<file path="src/rtl/sec_arb_pkg.sv">
package sec_arb_pkg;
   typedef enum logic {
      ARB_OWN     = 1'b0,
      ARB_OUTSIDE = 1'b1
   } arb_mode_e;

   localparam int BRIDGE_IDX = 0;
endpackage

</file>
<file path="src/rtl/arb_rr_pick.sv">
module arb_rr_pick #(
   parameter  int W  = 4,
   localparam int IW = (W > 1) ? $clog2(W) : 1
) (
   input  logic [W-1:0]  req,
   input  logic [IW-1:0] ptr,
   output logic          any,
   output logic [IW-1:0] idx
);
   logic [IW:0] kk;

   always_comb begin
      any = 1'b0;
      idx = '0;
      kk  = '0;
      for (int i = 0; i < W; i++) begin
         kk = {1'b0, ptr} + (IW+1)'(i);
         if (kk >= (IW+1)'(W)) kk = kk - (IW+1)'(W);
         if (!any && req[kk[IW-1:0]]) begin
            any = 1'b1;
            idx = kk[IW-1:0];
         end
      end
   end
endmodule

</file>
<file path="src/rtl/arb_tier_reg.sv">
module arb_tier_reg #(
   parameter int NM = 10
) (
   input  logic          clk,
   input  logic          rst_n,
   input  logic          wr,
   input  logic [NM-1:0] wdata,
   output logic [NM-1:0] tier
);
   localparam logic [NM-1:0] TIER_RST = NM'(1);

   always_ff @(posedge clk) begin
      if (!rst_n)  tier <= TIER_RST;
      else if (wr) tier <= wdata;
   end
endmodule

</file>
<file path="src/rtl/arb_grant_ctl.sv">
module arb_grant_ctl #(
   parameter  int NM = 10,
   localparam int NS = NM + 1,
   localparam int MW = $clog2(NM),
   localparam int SW = $clog2(NS)
) (
   input  logic          clk,
   input  logic          rst_n,
   input  logic          outside,
   input  logic          idle,
   input  logic          any,
   input  logic [SW-1:0] slot_idx,
   input  logic [MW-1:0] lo_idx,
   output logic [SW-1:0] hi_ptr,
   output logic [MW-1:0] lo_ptr,
   output logic [NM-1:0] gnt
);
   localparam logic [NM-1:0] PARK = NM'(1) << sec_arb_pkg::BRIDGE_IDX;

   logic          lo_won;
   logic [MW-1:0] win;
   logic [NM-1:0] gnt_d;

   assign lo_won = (slot_idx == SW'(NM));
   assign win    = lo_won ? lo_idx : slot_idx[MW-1:0];

   always_comb begin
      gnt_d      = '0;
      gnt_d[win] = 1'b1;
   end

   always_ff @(posedge clk) begin
      if (!rst_n) begin
         gnt    <= PARK;
         hi_ptr <= '0;
         lo_ptr <= '0;
      end else if (outside) begin
         gnt <= PARK;
      end else if (idle) begin
         if (any) begin
            gnt    <= gnt_d;
            hi_ptr <= lo_won ? '0 : slot_idx + SW'(1);
            if (lo_won)
               lo_ptr <= (lo_idx == MW'(NM-1)) ? '0 : lo_idx + MW'(1);
         end else begin
            gnt <= PARK;
         end
      end
   end
endmodule

</file>
<file path="src/rtl/sec_bus_arbiter.sv">
module sec_bus_arbiter #(
   parameter  int N_EXT = 9,
   localparam int NM    = N_EXT + 1,
   localparam int NS    = NM + 1,
   localparam int MW    = $clog2(NM),
   localparam int SW    = $clog2(NS)
) (
   input  logic             clk,
   input  logic             rst_n,
   input  logic             ext_arb_mode,
   input  logic             cfg_wr,
   input  logic [NM-1:0]    cfg_tier,
   input  logic             bus_frame,
   input  logic             bus_irdy,
   input  logic             int_req,
   output logic             int_gnt,
   input  logic [N_EXT-1:0] ext_req,
   output logic [N_EXT-1:0] ext_gnt,
   output logic [N_EXT-1:0] ext_gnt_oe
);
   import sec_arb_pkg::*;

   if (N_EXT < 1) begin : g_bad_low
      $error("sec_bus_arbiter: N_EXT must be at least 1");
   end
   if (N_EXT > 63) begin : g_bad_high
      $error("sec_bus_arbiter: N_EXT must not exceed 63");
   end

   arb_mode_e     mode;
   logic          outside;
   logic          idle;
   logic [NM-1:0] req_all;
   logic [NM-1:0] tier;
   logic [NM-1:0] lo_vec;
   logic [NS-1:0] slot_vec;
   logic          lo_any;
   logic          hi_any;
   logic [MW-1:0] lo_idx;
   logic [SW-1:0] slot_idx;
   logic [SW-1:0] hi_ptr;
   logic [MW-1:0] lo_ptr;
   logic [NM-1:0] gnt_q;

   assign mode     = arb_mode_e'(ext_arb_mode);
   assign outside  = (mode == ARB_OUTSIDE);
   assign idle     = !bus_frame && !bus_irdy;
   assign req_all  = {ext_req, int_req};
   assign lo_vec   = req_all & ~tier;
   assign slot_vec = {lo_any, req_all & tier};

   arb_tier_reg #(.NM(NM)) u_tier (
      .clk   (clk),
      .rst_n (rst_n),
      .wr    (cfg_wr),
      .wdata (cfg_tier),
      .tier  (tier)
   );

   arb_rr_pick #(.W(NM)) u_lo_pick (
      .req (lo_vec),
      .ptr (lo_ptr),
      .any (lo_any),
      .idx (lo_idx)
   );

   arb_rr_pick #(.W(NS)) u_hi_pick (
      .req (slot_vec),
      .ptr (hi_ptr),
      .any (hi_any),
      .idx (slot_idx)
   );

   arb_grant_ctl #(.NM(NM)) u_ctl (
      .clk      (clk),
      .rst_n    (rst_n),
      .outside  (outside),
      .idle     (idle),
      .any      (hi_any),
      .slot_idx (slot_idx),
      .lo_idx   (lo_idx),
      .hi_ptr   (hi_ptr),
      .lo_ptr   (lo_ptr),
      .gnt      (gnt_q)
   );

   assign int_gnt = outside ? ext_req[0] : gnt_q[BRIDGE_IDX];

   for (genvar k = 0; k < N_EXT; k++) begin : g_pair
      if (k == 0) begin : g_shared
         assign ext_gnt[k]    = outside ? int_req : gnt_q[k+1];
         assign ext_gnt_oe[k] = 1'b1;
      end else begin : g_plain
         assign ext_gnt[k]    = outside ? 1'b0 : gnt_q[k+1];
         assign ext_gnt_oe[k] = !outside;
      end
   end
endmodule

</file>
<file path="config.mk">
export PLATFORM = sky130hd
export DESIGN_NAME = sec_bus_arbiter
export DESIGN_NICKNAME = d
export VERILOG_FILES = /design/src/rtl/sec_arb_pkg.sv /design/src/rtl/arb_rr_pick.sv /design/src/rtl/arb_tier_reg.sv /design/src/rtl/arb_grant_ctl.sv /design/src/rtl/sec_bus_arbiter.sv
export SDC_FILE = /design/constraint.sdc
export NUM_CORES = 1
export LEC_CHECK = 0
export ABC_AREA = 0
export CAP_MARGIN = 20
export CORE_MARGIN = 2
export CORE_UTILIZATION = 55
export DETAILED_ROUTE_END_ITERATION = 6
export GPL_ROUTABILITY_DRIVEN = 0
export GPL_TIMING_DRIVEN = 0
export PLACE_DENSITY = 0.83
export RECOVER_POWER = 50
export SETUP_SLACK_MARGIN = 0.3
export SLEW_MARGIN = 20
export SYNTH_ARGS = -nofsm -noshare
export SYNTH_HDL_FRONTEND = slang
export SYNTH_SLANG_ARGS = --single-unit
</file>
<file path="constraint.sdc">
create_clock -name clk -period 8.7 [get_ports clk]
set_input_delay 2.175 -clock clk [delete_from_list [all_inputs] [get_ports clk]]
set_output_delay 2.175 -clock clk [all_outputs]
set_load 0.01 [all_outputs]
</file>
==> results of run 1 <==
[worst register-to-register path: cells and delay by family (launching register included)]
family | cells | cell delay [ns]
adders and majority gates | 2 | 0.87
and+or+nand+nor | 4 | 1.77
xor gates and xnor gates | 1 | 0.26
buffers and inverters | 4 | 1.55
DFF | 1 | 0.60
AOI/OAI and AO/OA | 9 | 2.69
[final timing paths]
kind | from | to | slack [ns]
worst max-delay path | u_ctl.lo_ptr[1] | u_ctl.gnt[3] | 0.84
worst min-delay path | u_ctl.gnt[4] | u_ctl.gnt[4] | 0.45
worst max register to register | u_ctl.lo_ptr[1] | u_ctl.gnt[3] | 0.84
worst min register to register | u_ctl.gnt[4] | u_ctl.gnt[4] | 0.45
[cell usage after synthesis (all sizes together), types with 7 or more instances]
library cell  instances  area, um^2
a31oi                18         113
or3                  12        75.1
nand3b                7        52.6
and3                 11        68.8
o2111ai               8        70.1
and2                 28         175
a211oi               18         145
mux2i                46         460
a211o                 8        70.1
a221oi                7        73.8
nor4b                 9         115
o22ai                17         119
inv                  37         139
a21o                 18         135
o21ai                69         345
nand2b               31         194
a21oi                90         450
mux2                 11         124
a2111oi               7        67.6
nand2                99         374
nor2b                23         144
mux4                 19         428
o31ai                14         119
ha                   37         463
dfxtp                28         561
nor4                  8        50.1
o211ai               14         105
clkbuf               42         158
nor2                 92         345
o41ai                 8        92.6
buf                  26         168
xnor2                37         339
or2                  17         106
nor3                 22         110
o21a                 16         120
nand3                36         185
a21boi               11        82.6
[cell families after synthesis]
logic type | synth area share (%)
adder cells (fa/ha/maj) | 6.01
XOR/XNOR | 4.87
AND/OR/NAND/NOR | 27.9
buffers and inverters | 5.87
multiplexers | 12.6
AO/OA/AOI/OAI | 35.8
flip-flops | 6.97
other | 0.0466
[area by class of cell]
class	instances	area, um^2
Timing Repair Buffer	42	420
Multi-Input combinational cell	988	7030
Inverter	39	146
Clock buffer	4	88.8
Buffer	68	325
Tap cell	184	230
Sequential cell	28	561
Fill cell	1332	5630
[state kept, by name, indices dropped and copies added, names as in the netlist]
signal and count:
u_ctl.lo_ptr 4, u_tier.tier 10, u_ctl.hi_ptr 4, u_ctl.gnt 10
[per-layer routing]
layer | up-vias | share of wire (%) | track usage, % | wire length, um
li1 | 4369 | - | - | -
met1 | 4488 | 39 | 46.7 | 11000
met2 | 746 | 43 | 51.8 | 12100
met3 | 139 | 13 | 6.62 | 3750
met4 | 0 | 4.8 | 12.9 | 1360
met5 | - | 0 | 0 | 0
[placed cells by master, fill, tap and decap left out, types with 12 or more instances in the layout]
master	count
or3_1	12
nand2_1	98
a21oi_1	90
a211oi_1	15
mux2i_1	46
and2_1	27
dfxtp_1	28
o22ai_1	15
xnor2_1	35
nor2b_1	23
nor2_1	92
nand3_1	35
o211ai_1	14
o21a_1	16
a31oi_1	18
clkdlybuf4s50_1	32
clkbuf_1	42
nor3_1	22
mux4_2	19
nand2b_1	31
ha_1	37
a21o_1	18
or2_2	16
o31ai_1	13
o21ai_0	66
inv_1	33
[power by group through the flow]
stage	logic (mW)	clock network (mW)	registers, mW
3_3_place_gp	3.28	0	0.178
6_report	3.52	0.114	0.177
2_1_floorplan	2.58	0	0.167
4_1_cts	3.36	0.114	0.176
3_5_place_dp	3.34	0	0.179
5_1_grt	3.75	0.117	0.179
[metrics by stage]
stage | hold WS (ns) | instance area [um^2] | power, mW | worst slack (ns)
global placement | 0.430 | 8690 | 3.45 | 0.985
floorplan | 0.412 | 8040 | 2.75 | 2.72
global route | 0.474 | 8800 | 4.05 | 0.417
detailed placement | 0.435 | 8690 | 3.52 | 0.886
CTS | 0.454 | 8780 | 3.65 | 0.865
finish | 0.449 | 8800 | 3.81 | 0.843
==> results.ini, run 1 <==
[layout]
nets = 1234
area_growth_syn_to_layout_pct = 9.41
final_util_pct = 61.0
final_cells = 1353
antennaDiodeCount = 0
drive_gt1_share_pct = 9.15

[global_routing]
grt_pass1_wl_um = 44300
grt_max_degree = 16
grt_pass1_vias = 8581
gr-total-overflow = 0
antenna_found_initial = 0
track_usage_pct = 33.7

[synthesis]
yosysSeqAreaShare_pct = 6.97
yosysWarnings = 0
ys_ff_latch = 28
synthesis.nets = 1187
syn_inst = 1123
synth.avg_cell_area_um2 = 7.16
synth_cell_types = 96
synth-main-ff-cell = dfxtp_1
ys_async_sr_fraction_pct = 0
synth-edff-count = 0
syn_area_um2 = 8040

[timing]
setup_tns_ns = 0
hold_viol_final = 0
max_freq_ghz = 0.127
final_max_slew_viol_count = 0
tightest_slew_ns = 1.10
relSlewSlack_pct = 26.4
fin_crit_ns = 7.86
worst_clock_skew_ns = 0.00155
rsz0062_at_grt = no
finalSetupViolations = 0
fin_crit_sh_pct = 90.3

[power_and_ir_drop]
powerDensity_nw_per_um2 = 433
ir_worst_vdd_mv = 0.416
pwr-share-seq_pct = 4.7
power_switching_mw = 2.32
p_leak_nw = 3.41
internal_power_mw = 1.49
pwr-share-comb_pct = 92.4
clkPwrFrac_pct = 3.0
switching_share_pct = 60.8

[cts]
clk_latency_ns = 0.26
ctsLongestPathBuffers = 2
numCtsBuffers = 3
holdBufCountCts = 0
clock_sinks = 28
cts_tree = done
htreeDepth = 1
cts_root_buf = clkbuf_16
post_cts_buffers = 0
clk_pin_slew_ns = 0.07
postCtsResizedCells = 0

[die]
core_um2 = 14400
die_w_um = 125
pin_count = 45
placement_rows = 44
die_h_um = 125
initial_core_util_pct = 55.8
dieArea_um2 = 15600

[worst_setup_path]
path_cells = clkinv_1 > ha_1 > inv_1 > clkbuf_1 > ha_1 > clkbuf_1 > a21oi_1 > a211oi_2 > xnor2_1 > o311ai_0 > a22o_1 > nor4b_2 > nand3_2 > a211oi_2 > nor4b_4 > and3_1 > a21oi_1 > o22ai_1 > a21oi_1 > o41ai_1
endpoint_kind = flip-flop
critical-path-slowest-cell = o22ai_1
cp.depth = 20
startpoint_type = flip-flop
cp.arrival_ns = 8.01
worst-path-buf-inv = 4
path_max_fanout = 11
critical_path_required_ns = 8.85
critical_path.top_delay_family = compound AO/OA/AOI/OAI gates
r2r_cells = 20
criticalPathCategory = reg2reg
cpPeakStageDelay_ns = 0.63
path_common_cell = a21oi_1

[route]
postRouteAntennaNets = 0
remaining_drc_errors = 0
first_iter_violations = 1623
wl_um = 28200
drt-vias-per-instance = 7.20
dr.pass1.iters = 6
wl_per_cell_um = 20.9
vias = 9742

[worst_hold_path]
hold_class = reg2reg
hold_depth = 2

[outcome]
run_status = complete, no violations

[place]
post-place-cells = 1349
port_buffers = 42
place_hpwl_um = 22100

[job]
cap_violations = 0

Note: power is estimated with default switching activity, not from simulation.
==> run 2, diff against run 1 <==
--- a/config.mk
+++ b/config.mk
@@ -12,7 +12,7 @@
 export DETAILED_ROUTE_END_ITERATION = 6
 export GPL_ROUTABILITY_DRIVEN = 0
 export GPL_TIMING_DRIVEN = 0
-export PLACE_DENSITY = 0.83
+export PLACE_DENSITY = 0.72
 export RECOVER_POWER = 50
 export SETUP_SLACK_MARGIN = 0.3
 export SLEW_MARGIN = 20
==> results.ini, run 2 (synthesized netlist as in run 1, its figures left out) <==
[worst_setup_path]
cpPeakStageDelay_ns = 0.66
criticalPathCategory = reg2reg
path_max_fanout = 11
worstReg2RegEnd = u_ctl.hi_ptr[3]
critical-path-slowest-cell = o22ai_1
path_cells = clkinv_1 > ha_1 > inv_1 > clkbuf_1 > ha_1 > clkbuf_1 > a21oi_1 > a211oi_2 > xnor2_1 > o311ai_0 > a22o_1 > nor4b_1 > nand3_2 > a211oi_2 > nor4b_4 > and3_1 > a21oi_1 > o22ai_1 > nand3_1 > a221oi_1
startpoint_type = flip-flop
endpoint_kind = flip-flop
critical_path.top_delay_family = compound AO/OA/AOI/OAI gates
worst-path-buf-inv = 4
r2r_slack_ns = 0.99
cp.arrival_ns = 7.87
critical_path_required_ns = 8.86
r2r_cells = 20
r2r_start = u_ctl.lo_ptr[1]

[power_and_ir_drop]
internal_power_mw = 1.48
power_switching_mw = 2.27
clkPwrFrac_pct = 2.7
pwr-share-comb_pct = 92.5
ir_worst_vdd_mv = 0.222
p_leak_nw = 3.40
total_power_mw = 3.75
switching_share_pct = 60.5
powerDensity_nw_per_um2 = 428
pwr-share-seq_pct = 4.8

[die]
initial_core_util_pct = 55.8
die_h_um = 125
core_um2 = 14400
die_w_um = 125
dieArea_um2 = 15600
placement_rows = 44
pin_count = 45

[place]
place_area_um2 = 8690
place_hpwl_um = 22600
port_buffers = 42

[timing]
hold_viol_final = 0
finalSetupViolations = 0
fin_crit_sh_pct = 88.6
relSlewSlack_pct = 38.0
max_freq_ghz = 0.130
rsz0062_at_grt = no
tightest_slew_ns = 0.915
setup_tns_ns = 0
fin_crit_ns = 7.71
worst_clock_skew_ns = 0.00297
hold_ws_ns = 0.458
final_max_slew_viol_count = 0

[global_routing]
grt_max_degree = 16
grt_pass1_vias = 8451
gr-total-overflow = 0
grt_pass1_wl_um = 45000
track_usage_pct = 34.7
antenna_found_initial = 0

[route]
wl_um = 28500
dr.pass1.iters = 7
first_iter_violations = 1368
remaining_drc_errors = 0
wl_per_cell_um = 21.1
vias = 9491
postRouteAntennaNets = 0
drt-vias-per-instance = 7.02

[cts]
clock_sinks = 28
cts_tree = done
clk_latency_ns = 0.26
numCtsBuffers = 3
post_cts_buffers = 0
ctsLongestPathBuffers = 2
htreeDepth = 1
clk_pin_slew_ns = 0.06
cts_root_buf = clkbuf_16
postCtsResizedCells = 0
holdBufCountCts = 0

[layout]
antennaDiodeCount = 0
drive_gt1_share_pct = 8.99
mostFrequentLayoutCell = nand2_1
area_growth_syn_to_layout_pct = 9.16
final_util_pct = 60.9
reg.largest.list = u_ctl.gnt: 10 flops, u_tier.tier: 10 flops
fin_area_um2 = 8780
nets = 1234
final_cell_mix = nand2_1 (98), nor2_1 (92), a21oi_1 (90)

[outcome]
run_status = complete, no violations

[job]
cap_violations = 0

[worst_hold_path]
hold_depth = 2
hold_class = reg2reg
min_to = u_ctl.gnt[2]
hp-start = u_ctl.gnt[2]

==> run 2: cell types whose count changed in the layout (fill, tap and decap cells not counted), sizes merged <==
cell / change
dlygate4sd3: -1
buf: -1
clkdlybuf4s50: +1
==> run 2: layout make-up <==
type / count / area [um^2]
Multi-Input combinational cell: 988 / 7020
Fill cell: 1335 / 5650
Sequential cell: 28 / 561
Timing Repair Buffer: 42 / 420
Buffer: 68 / 325
Tap cell: 184 / 230
Inverter: 39 / 146
Clock buffer: 3 / 75.1
==> run 2: worst max path at each step <==
stage	end	cells past startpoint	slack, ns	from
6_report	u_ctl.hi_ptr[3]	20	0.99	u_ctl.lo_ptr[1]
5_1_grt	u_ctl.hi_ptr[3]	20	0.47	u_ctl.lo_ptr[1]
4_1_cts	u_ctl.hi_ptr[3]	20	1.22	u_ctl.lo_ptr[1]
3_5_place_dp	u_ctl.hi_ptr[3]	15	1.14	ext_req[0]
3_3_place_gp	u_ctl.gnt[1]	15	1.17	ext_req[0]
2_1_floorplan	u_ctl.hi_ptr[1]	15	2.72	ext_req[0]
==> run 2: worst register-to-register path: stages (launching register included) <==
cell,delay (ns)
dfxtp_1,0.63
clkinv_1,0.59
ha_1,0.60
inv_1,0.13
clkbuf_1,0.49
ha_1,0.25
clkbuf_1,0.34
a21oi_1,0.17
a211oi_2,0.36
xnor2_1,0.22
o311ai_0,0.17
a22o_1,0.22
nor4b_1,0.51
nand3_2,0.35
a211oi_2,0.41
nor4b_4,0.55
and3_1,0.32
a21oi_1,0.08
o22ai_1,0.66
nand3_1,0.23
a221oi_1,0.31
==> run 2: stage by stage <==
stage               worst slack (ns)  instances
floorplan                       2.72       1123
global placement                1.17       1349
detailed placement              1.14       1349
CTS                             1.22       1352
global route                   0.470       1352
finish                         0.990       1352
==> run 2: power by group through the flow <==
stage	Sequential (mW)	Clock (mW)	Combinational, mW
2_1_floorplan	0.167	0	2.58
3_3_place_gp	0.179	0	3.31
3_5_place_dp	0.180	0	3.33
4_1_cts	0.177	0.104	3.35
5_1_grt	0.181	0.108	3.75
6_report	0.179	0.102	3.47
==> run 2: metal layers <==
layer  vias up  wire length [um]  global-route usage [%]
met3        83              3310                    5.46
met5         -                 0                       0
met1      4416             12300                    51.4
met4         0               827                    9.41
met2       628             12000                    52.3
li1       4364                 -                       -
==> run 3, diff against run 2 <==
--- a/config.mk
+++ b/config.mk
@@ -7,12 +7,13 @@
 export LEC_CHECK = 0
 export ABC_AREA = 0
 export CAP_MARGIN = 20
+export CORE_ASPECT_RATIO = 1.4
 export CORE_MARGIN = 2
-export CORE_UTILIZATION = 55
+export CORE_UTILIZATION = 50
 export DETAILED_ROUTE_END_ITERATION = 6
 export GPL_ROUTABILITY_DRIVEN = 0
 export GPL_TIMING_DRIVEN = 0
-export PLACE_DENSITY = 0.72
+export PLACE_DENSITY = 0.67
 export RECOVER_POWER = 50
 export SETUP_SLACK_MARGIN = 0.3
 export SLEW_MARGIN = 20
==> results.ini, run 3 (synthesized netlist as in run 1, its figures left out) <==
[route]
remaining_drc_errors = 0
wl_met2_um = 14600
met1Wirelength_um = 11500
wl_um = 30700
wl_per_cell_um = 22.5
met3_length_um = 1860
dr.pass1.iters = 6
postRouteAntennaNets = 0
vias = 9405
drt-vias-per-instance = 6.89
first_iter_violations = 868
highest_layer = met4

[place]
place_ws_ns = 0.970
port_buffers = 42
place_hpwl_um = 24800

[job]
cap_violations = 0

[worst_setup_path]
endpoint_kind = flip-flop
cpPeakStageDelay_ns = 0.69
critical-path-slowest-cell = nor4b_1
critical_path_required_ns = 8.88
startpoint_type = flip-flop
path_cells = clkinv_1 > ha_1 > inv_1 > clkbuf_1 > ha_1 > clkbuf_1 > a21oi_1 > a211oi_2 > xnor2_1 > o311ai_0 > a22o_1 > nor4b_1 > nand3_2 > o31ai_4 > nor4b_2 > nor4bb_1 > a21oi_1 > o22ai_1 > a2bb2oi_1 > o31ai_1
path_max_fanout = 11
cp.arrival_ns = 8.08
r2r_slack_ns = 0.80
worst-path-buf-inv = 4
criticalPathCategory = reg2reg
critical_path.top_delay_family = compound AO/OA/AOI/OAI gates

[die]
dieArea_um2 = 17100
core_um2 = 15700
pin_count = 45
die_w_um = 111
initial_core_util_pct = 51.3
die_h_um = 154
placement_rows = 54

[layout]
mostFrequentLayoutCell = nand2_1
final_cell_mix = nand2_1 (98), nor2_1 (92), a21oi_1 (90)
antennaDiodeCount = 0
area_growth_syn_to_layout_pct = 9.72
reg.largest.list = u_ctl.gnt: 10 flops, u_tier.tier: 10 flops
nets = 1234
drive_gt1_share_pct = 9.07

[cts]
clock_sinks = 28
holdBufCountCts = 0
htreeDepth = 1
numCtsBuffers = 3
cts_tree = done
ctsLongestPathBuffers = 2
clk_latency_ns = 0.27
cts_root_buf = clkbuf_16
clk_pin_slew_ns = 0.07
post_cts_buffers = 0
postCtsResizedCells = 0

[power_and_ir_drop]
ir_worst_vdd_mv = 0.308
powerDensity_nw_per_um2 = 437
p_leak_nw = 3.41

[timing]
tightest_slew_ns = 1.12
final_max_slew_viol_count = 0
worst_clock_skew_ns = 0.00434
rsz0062_at_grt = no
hold_viol_final = 0
fin_crit_sh_pct = 90.8
fin_crit_ns = 7.90
relSlewSlack_pct = 24.9
setup_tns_ns = 0
max_freq_ghz = 0.127
setup_ws_ns = 0.798
finalSetupViolations = 0

[outcome]
run_status = complete, no violations

[global_routing]
grt_pass1_vias = 8787
track_usage_pct = 34.4
grt_max_degree = 17
gr-total-overflow = 0
grt_pass1_wl_um = 47700
antenna_found_initial = 1

[worst_hold_path]
hold_class = reg2reg

-- run 3: path summary, 6_finish.rpt --
check / startpoint / endpoint / cells past startpoint
min reg2reg: u_ctl.gnt[5] / u_ctl.gnt[5] / 2
max: u_ctl.lo_ptr[1] / u_ctl.gnt[5] / 20
min: u_ctl.gnt[5] / u_ctl.gnt[5] / 2
max reg2reg: u_ctl.lo_ptr[1] / u_ctl.gnt[5] / 20
-- run 3: per-stage QoR --
stage / instances / area (um^2) / hold slack, ns / util [%] / power [mW]
finish: 1365 / 8820 / 0.452 / 56.3 / 3.86
global route: 1365 / 8820 / 0.482 / 56.3 / 4.12
CTS: 1365 / 8820 / 0.457 / 56.3 / 3.74
detailed placement: 1361 / 8710 / 0.444 / 55.6 / 3.59
global placement: 1361 / 8710 / 0.436 / 55.5 / 3.56
floorplan: 1123 / 8040 / 0.412 / - / 2.75
-- run 3: tightest hold or removal path: stages, from the launching register on --
cell     delay, ns
dfxtp_1       0.32
nand2_1       0.05
o31ai_1       0.05
-- run 3: metal layers --
metal	vias to the layer above	track usage [%]
met3	163	4.30
li1	4368	-
met5	-	0
met4	0	25.6
met2	482	59.8
met1	4392	38.3
-- run 3: area by class of cell --
cell class / instances / area [um^2]
flip-flops and latches: 28 / 561
plain buffers: 68 / 325
multi-input cells: 988 / 7020
inverters: 39 / 146
repair buffers: 42 / 420
well taps: 196 / 245
clock inverters: 1 / 30.0
clock buffers: 3 / 75.1
fillers: 1567 / 6850
-- run 3: report_power, final --
group          internal (mW)  switching [mW]  total (mW)
Sequential             0.148          0.0302       0.178
Combinational           1.27            2.27        3.55
Clock                 0.0917          0.0449       0.137
Total                   1.51            2.35        3.86
